## src/rtl/prescale_div_pkg.sv

```systemverilog
package prescale_div_pkg;
  localparam int unsigned CNT_W  = 14;  // counter stages
  localparam int unsigned HI_CLR = 4;   // upper stages zeroed by divider clear
  localparam int unsigned TAP_LO = 10;  // stage giving clock/1024
  localparam int unsigned TAP_HI = 14;  // stage giving clock/16384
endpackage

```

## src/rtl/prescale_div_cnt.sv

```systemverilog
module prescale_div_cnt #(
  parameter int unsigned CNT_W  = 14,
  parameter int unsigned HI_CLR = 4
) (
  input  logic             clk_i,
  input  logic             rst_ni,
  input  logic             div_clr_i,
  output logic [CNT_W-1:0] cnt_o,
  output logic [CNT_W-1:0] cnt_nxt_o,
  output logic             ovf_o
);
  localparam int unsigned LO_W = CNT_W - HI_CLR;

  logic [CNT_W-1:0] cnt_q, cnt_d;
  logic [LO_W-1:0]  lo_inc;

  assign lo_inc = cnt_q[LO_W-1:0] + LO_W'(1);

  always_comb begin
    if (div_clr_i) cnt_d = {{HI_CLR{1'b0}}, lo_inc};
    else           cnt_d = cnt_q + CNT_W'(1);
  end

  always_ff @(posedge clk_i or negedge rst_ni) begin
    if (!rst_ni) cnt_q <= '0;
    else         cnt_q <= cnt_d;
  end

  // overflow is the carry out of the top stage; a clear suppresses it
  assign ovf_o     = (&cnt_q) && !div_clr_i;
  assign cnt_o     = cnt_q;
  assign cnt_nxt_o = cnt_d;

  a_r2_increment: assert property (@(posedge clk_i) disable iff (!rst_ni)
    !div_clr_i |=> cnt_q == CNT_W'($past(cnt_q) + CNT_W'(1)));
  a_r9_upper_zero: assert property (@(posedge clk_i) disable iff (!rst_ni)
    div_clr_i |=> cnt_q[CNT_W-1:LO_W] == '0);
  a_r9_lower_runs: assert property (@(posedge clk_i) disable iff (!rst_ni)
    div_clr_i |=> cnt_q[LO_W-1:0] == LO_W'($past(cnt_q[LO_W-1:0]) + LO_W'(1)));
endmodule

```

## src/rtl/prescale_div_tap.sv

```systemverilog
module prescale_div_tap (
  input  logic clk_i,
  input  logic rst_ni,
  input  logic bit_now_i,
  input  logic bit_nxt_i,
  output logic tick_o
);
  logic tick_q;

  always_ff @(posedge clk_i or negedge rst_ni) begin
    if (!rst_ni) tick_q <= 1'b0;
    else         tick_q <= bit_nxt_i & ~bit_now_i;
  end

  assign tick_o = tick_q;

  a_r6_single_pulse: assert property (@(posedge clk_i) disable iff (!rst_ni)
    tick_q |=> !tick_q);
endmodule

```

## src/rtl/prescale_div_flag.sv

```systemverilog
module prescale_div_flag (
  input  logic clk_i,
  input  logic rst_ni,
  input  logic ovf_i,
  input  logic clr_i,
  output logic flag_o
);
  logic flag_q;

  always_ff @(posedge clk_i or negedge rst_ni) begin
    if (!rst_ni)    flag_q <= 1'b0;
    else if (ovf_i) flag_q <= 1'b1;   // overflow beats clear
    else if (clr_i) flag_q <= 1'b0;
  end

  assign flag_o = flag_q;

  a_r3_set_on_ovf: assert property (@(posedge clk_i) disable iff (!rst_ni)
    ovf_i |=> flag_q);
  a_r8_sticky: assert property (@(posedge clk_i) disable iff (!rst_ni)
    (flag_q && !clr_i) |=> flag_q);
  a_r8_clear: assert property (@(posedge clk_i) disable iff (!rst_ni)
    (clr_i && !ovf_i) |=> !flag_q);
endmodule

```

## src/rtl/prescale_div.sv

```systemverilog
module prescale_div
  import prescale_div_pkg::*;
(
  input  logic             clk_i,
  input  logic             rst_ni,
  input  logic             div_clr_i,
  input  logic             flag_clr_i,
  input  logic             irq_en_i,
  input  logic             hold_en_i,
  output logic [CNT_W-1:0] count_o,
  output logic             flag_o,
  output logic             irq_o,
  output logic             hold_rel_o,
  output logic             tick_lo_o,
  output logic             tick_hi_o
);
  localparam int unsigned N_TAP = 2;
  localparam int unsigned TAP_STAGE [N_TAP] = '{TAP_LO, TAP_HI};

  logic [CNT_W-1:0] cnt, cnt_nxt;
  logic             ovf, flag;
  logic [N_TAP-1:0] ticks;

  prescale_div_cnt #(.CNT_W(CNT_W), .HI_CLR(HI_CLR)) u_cnt (
    .clk_i(clk_i), .rst_ni(rst_ni), .div_clr_i(div_clr_i),
    .cnt_o(cnt), .cnt_nxt_o(cnt_nxt), .ovf_o(ovf)
  );

  for (genvar t = 0; t < N_TAP; t++) begin : g_tap
    prescale_div_tap u_tap (
      .clk_i(clk_i), .rst_ni(rst_ni),
      .bit_now_i(cnt[TAP_STAGE[t]-1]),
      .bit_nxt_i(cnt_nxt[TAP_STAGE[t]-1]),
      .tick_o(ticks[t])
    );
  end

  prescale_div_flag u_flag (
    .clk_i(clk_i), .rst_ni(rst_ni), .ovf_i(ovf), .clr_i(flag_clr_i), .flag_o(flag)
  );

  assign count_o    = cnt;
  assign flag_o     = flag;
  assign irq_o      = flag & irq_en_i;
  assign hold_rel_o = flag & hold_en_i;
  assign tick_lo_o  = ticks[0];
  assign tick_hi_o  = ticks[1];

  a_r6_tick_lo_bit: assert property (@(posedge clk_i) disable iff (!rst_ni)
    tick_lo_o |-> cnt[TAP_LO-1]);
  a_r7_tick_hi_bit: assert property (@(posedge clk_i) disable iff (!rst_ni)
    tick_hi_o |-> cnt[TAP_HI-1]);
  a_r4_irq_needs_flag: assert property (@(posedge clk_i) disable iff (!rst_ni)
    irq_o |-> flag);
  a_r5_hold_needs_flag: assert property (@(posedge clk_i) disable iff (!rst_ni)
    hold_rel_o |-> flag);
endmodule

```

## config.mk

```make
export PLATFORM = sky130hd
export DESIGN_NAME = prescale_div
export DESIGN_NICKNAME = d
export VERILOG_FILES = /design/src/rtl/prescale_div_pkg.sv /design/src/rtl/prescale_div_cnt.sv /design/src/rtl/prescale_div_tap.sv /design/src/rtl/prescale_div_flag.sv /design/src/rtl/prescale_div.sv
export SDC_FILE = /design/constraint.sdc
export NUM_CORES = 1
export LEC_CHECK = 0
export BUFFER_PORTS_ARGS = -buffer_cell sky130_fd_sc_hd__buf_2
export CAP_MARGIN = 10
export CORE_UTILIZATION = 43
export DETAILED_ROUTE_END_ITERATION = 10
export PLACE_DENSITY_LB_ADDON = 0.05
export SLEW_MARGIN = 20
export SYNTH_ARGS = -nofsm -noshare
export SYNTH_HDL_FRONTEND = slang
export SYNTH_HIERARCHICAL = 1
export SYNTH_SLANG_ARGS = --single-unit
```

## constraint.sdc

```tcl
create_clock -name clk_i -period 1.7 [get_ports clk_i]
set_clock_uncertainty 0.2 [all_clocks]
set_input_delay 0.085 -clock clk_i [delete_from_list [all_inputs] [get_ports clk_i]]
set_output_delay 0.085 -clock clk_i [all_outputs]
set_load 0.1 [all_outputs]
```

Word-level counts from Yosys, hierarchy flattened

Index checks and enable logic that the tools add are counted.

Add/subtract/negate cells: 2
Muxes and demuxes: 3
Bitwise gates (word level): 6
Reductions and logical operators: 4

Operators by type and width:

| kind                                          | number |
|---|---|
| adder 14 x 1 -> 14 bit, second input constant | 1 |
| 2-to-1 mux 14 bit                             | 1 |
| AND reduction 14 bit                          | 1 |
| adder 10 x 1 -> 10 bit, second input constant | 1 |
| bitwise AND 1 bit                             | 4 |
| 2-to-1 mux 1 bit                              | 2 |
| inverter 1 bit                                | 2 |
| nonzero test 2 bit                            | 1 |
| logical AND 1 bit                             | 1 |
| zero test 1 bit                               | 1 |

Flip-flop bits (word level): 17
Bits of input ports: 6
Output and inout bits: 19
Logic and storage cells: 19

Longest topological paths before layout

Depth after elaboration: 3
Mapped depth: 5
Gate-level depth less buffers: 5

Cells and area by module

The synthesis kept the hierarchy.

Modules (own cells, without submodules):

| module            | instances | cells an instance | area an instance (µm²) | seq. area each (µm²) |
|---|---|---|---|---|
| prescale_div_cnt  | 1         | 59                | 655.6                  | 350.3 |
| prescale_div_tap  | 2         | 2                 | 38.8                   | 25.0 |
| prescale_div_flag | 1         | 3                 | 36.3                   | 25.0 |
| prescale_div      | 1         | 2                 | 12.5                   | 0.0 |

Worst setup path before layout

OpenSTA, ideal clock, no wires.

Path type: reg2reg
From: register u_cnt.cnt_q[2] (netlist: u_cnt/cnt_o[2])
To: register g_tap[1].u_tap.tick_q
Library setup time: 0.152 ns
Data arrival time: 2.073 ns
Data required time: 1.348 ns
Setup slack: -0.725 ns
Stages on the path, launching flop included: 5
Buffers on the path: 0
Period minus slack after synthesis: 2.425 ns
Cell sequence: dfrtp_1 > nand4_4 > nor4_1 > mux2_2 > nor2b_4

Longest elaborated chain between the ends: 3

RTL lines:

| what                     | RTL line               | source |
|---|---|---|
| start: declaration       | prescale_div_cnt.sv:14 | `logic [CNT_W-1:0] cnt_q, cnt_d;` |
| start signal: assignment | prescale_div_cnt.sv:26 | `else cnt_q <= cnt_d;` |
| adder 14 x 1 -> 14 bit   | prescale_div_cnt.sv:21 | `else cnt_d = cnt_q + CNT_W'(1);` |
| 2-to-1 mux 14 bit        | prescale_div_cnt.sv:20 | `if (div_clr_i) cnt_d = {{HI_CLR{1'b0}}, lo_inc};` |
| net cnt_nxt[13]          | prescale_div.sv:20     | `logic [CNT_W-1:0] cnt, cnt_nxt;` |
| bitwise AND 1 bit        | prescale_div_tap.sv:12 | `else tick_q <= bit_nxt_i & ~bit_now_i;` |
| end signal: assignment   | prescale_div_tap.sv:12 |  |
| end: declaration         | prescale_div_tap.sv:8  | `logic tick_q;` |

The timed path passes the listed nets, and every way through them passes these cells.
A chain may end at the register's enable or synchronous reset.

Worst setup path in the final report

From: register u_cnt.cnt_q[11] (netlist: u_cnt/cnt_o[11])
To: register g_tap[1].u_tap.tick_q

The elaborated chain is that of the path after synthesis.

==> flow_summary.ini <==
[die]
die_width_um = 44.6
rows = 15
dieArea_um2 = 1990
io_pins = 25
fp.dieH_um = 44.6
start_util_pct = 45.8
core_area_um2 = 1710

[clock_tree]
postCtsSetupRepairBufs = 0
numCtsBuffers = 3
cts_root_buffer = clkbuf_4
cts_tree = done
cts_buffer_depth = 2
cts_num_sinks = 17
insertion_delay_ns = 0.28
clk_pin_slew_ns = 0.10
htreeDepth = 1

[cells_and_area]
n_antenna_cell = 0
drive_gt1_share_pct = 55.4
n_fill_cell = 140
area_growth_pct = 41.4
final_nets = 109

[synthesis]
muxShareOfSynthArea_pct = 5.76
yosys.area_share.xor_xnor_pct = 8.96
ys_top_cells_by_area = dfrtp_1 54%, xnor2_1 4.5%, xor2_1 4.5%
synth_top_family_by_area = simple AND/OR/NAND/NOR gates
syn_nets = 75
synth_compound_area_share_pct = 0.960
yosysWarningCount = 6
synth-simple-area-share_pct = 25.9
ys_ff_latch = 17
syn-instance-count = 68
synth_top_area_share_pct = 54.4
synth_area_um2 = 782
synth_seq_area_share_pct = 54.4
syn_area_per_cell_um2 = 11.5
synth_cell_types = 20
yosys.area.top_type = dfrtp_1
synthAdderAreaFrac_pct = 1.60

[global_routing]
overflow = 0
grt_usage_pct = 14.7
grt_max_degree = 18
grt_pass1_vias = 489
antenna_found_initial = 0
grt_pass1_wl_mm = 2.10

[place]
gp_congestion = 0.714
dp_hpwl_mm = 1.02
io_buffers = 24

[sta]
timing.fmax_ghz = 0.597
setup_viol = 0
hold_viol = 0
relSlewSlack_pct = 67.1
worst_hold_slack_ns = 0.0435
min_period_ns = 1.68
rsz0062_at_grt = true
fin_crit_sh_pct = 98.6
worst_pin_slew_ns = 0.497
slew_violations = 0

[drt]
first_pass_iters = 4
antenna_left = 0
drc = 0
avgRoutedWirePerCell_um = 10.9
vias = 586
drt-total-wl_mm = 1.37
vias_per_cell = 4.65
drt_iter0_drc = 3

[power]
ir_worst_vdd_mv = 0.469
leakage_nw = 0.512
powerDensity_nw_per_um2 = 575
power_mw = 0.636

[worst_setup_path]
path_cells = nand4_1 > nor4_2 > mux2_2 > nor2b_4
reg2reg_slack_ns = 0.02
worstSetupStartpointType = register
critPathMaxFanout = 5
ff2ff_path_depth = 4
slowest_stage = dfrtp_4
rr_endpoint = g_tap[1].u_tap/tick_o$_DFF_PN0_
critPathBufInv = 0
crit_cells = 4
critPathKind = register to register
worstPathArrival_ns = 1.65
slowest_delay_ns = 0.44
crit_family = simple AND/OR/NAND/NOR gates
cp.required_ns = 1.68
crit_path_end_kind = register
reg2reg_from = u_cnt/cnt_o[11]$_DFF_PN0_

[flow_run]
drv_cap = 0

[outcome]
status = completed

[min_path]
min_path_type = input pin to async pin
==> state kept, by name (all words and copies together) (netlist names) <==
signal / flops
g_tap.u_tap/tick_o: 2
u_cnt/cnt_o: 14
u_flag/flag_o: 1
==> worst max path at each step <==
| stage | startpoint | end | slack (ns) |
|---|---|---|---|
| 5_1_grt | u_cnt/cnt_o[3]$_DFF_PN0_ | g_tap[1].u_tap/tick_o$_DFF_PN0_ | -0.03 |
| 4_1_cts | u_cnt/cnt_o[11]$_DFF_PN0_ | g_tap[1].u_tap/tick_o$_DFF_PN0_ | 0.02 |
| 6_report | u_cnt/cnt_o[11]$_DFF_PN0_ | g_tap[1].u_tap/tick_o$_DFF_PN0_ | 0.02 |
| 2_1_floorplan | u_cnt/cnt_o[9]$_DFF_PN0_ | g_tap[1].u_tap/tick_o$_DFF_PN0_ | -0.18 |
| 3_5_place_dp | u_cnt/cnt_o[11]$_DFF_PN0_ | g_tap[1].u_tap/tick_o$_DFF_PN0_ | 0.02 |
| 3_3_place_gp | u_cnt/cnt_o[11]$_DFF_PN0_ | g_tap[1].u_tap/tick_o$_DFF_PN0_ | 0.01 |
==> logic make-up after synthesis <==
family                   count (synthesis)
AND/OR/NAND/NOR                         32
flip-flops                              17
XOR/XNOR                                 8
buffers and inverters                    5
multiplexers                             4
AO/OA/AOI/OAI                            1
adder cells (fa/ha/maj)                  1
==> worst reg2reg max path, delay by kind of cell (launching register included) <==
kind          cells  cell delay, ns
flops             1            0.44
mux               1            0.38
simple gates      3            0.55
==> Yosys cell counts <==
| library cell | instances |
|---|---|
| nor2_1 | 7 |
| and2_1 | 2 |
| nand3_1 | 5 |
| inv_1 | 5 |
| xnor2_1 | 4 |
| nand4_4 | 1 |
| xor2_1 | 4 |
| nand4_1 | 1 |
| mux2_1 | 2 |
| nor4_2 | 1 |
| nor4_1 | 3 |
| and3_1 | 1 |
| nor2b_1 | 4 |
| dfrtp_1 | 17 |
| nor3_1 | 2 |
| a21o_1 | 1 |
| nand2_1 | 3 |
| nor2b_4 | 2 |
| ha_1 | 1 |
| mux2_2 | 2 |
==> through the flow <==
stage               area, µm²  std cells  setup slack [ns]  util (%)  TNS (ns)
floorplan                 875         68            -0.183         -    -0.477
global placement         1040        119            0.0105      61.0         0
detailed placement       1040        119            0.0165      61.0         0
CTS                      1100        126            0.0178      64.2         0
global route             1110        126           -0.0343      64.8   -0.0343
finish                   1110        126            0.0244      64.8         0
==> where the power goes <==
part | switching, mW | total [mW] | internal, mW
combinational | 0.0127 | 0.0227 | 0.0100
sequential | 0 | 0.404 | 0.404
clock | 0.119 | 0.210 | 0.0910
total | 0.132 | 0.636 | 0.505
==> cell type report <==
type                    count  area (µm²)  share of cell area, %
flip-flops and latches     17         475                   43.0
multi-input cells          46         389                   35.2
repair buffers             29         165                   14.9
well taps                  25        31.3                   2.83
clock buffers               4        26.3                   2.38
inverters                   5        18.8                   1.70
==> layer usage <==
layer	global-route usage [%]	share of wire, %	vias up	routed length [µm]
met5	0	0	-	0
met4	7.27	0.58	0	8
met3	2.45	3.1	2	43
met2	20.0	44	13	599
met1	22.4	52	275	717
li1	-	-	296	-
==> cell usage in the layout (no fill, tap or decap), types with 2 or more instances in the layout <==
cell type,instances
and2_2,2
buf_2,24
buf_4,2
clkbuf_4,3
dfrtp_1,3
dfrtp_4,13
dlygate4sd3_1,3
inv_1,5
mux2_1,2
mux2_2,2
nand2_1,2
nand3_1,4
nor2_1,7
nor2b_1,4
nor2b_4,2
nor3_1,2
nor4_2,2
xnor2_1,4
xor2_1,4
==> repair_timing <==
action	in CTS	in global routing
pin swaps	1	0
resized for setup	0	1
hold buffers	3	0
endpoints found under the hold margin	19	0
endpoints found under the setup margin	1	2
(Power assumes the default switching activity.)
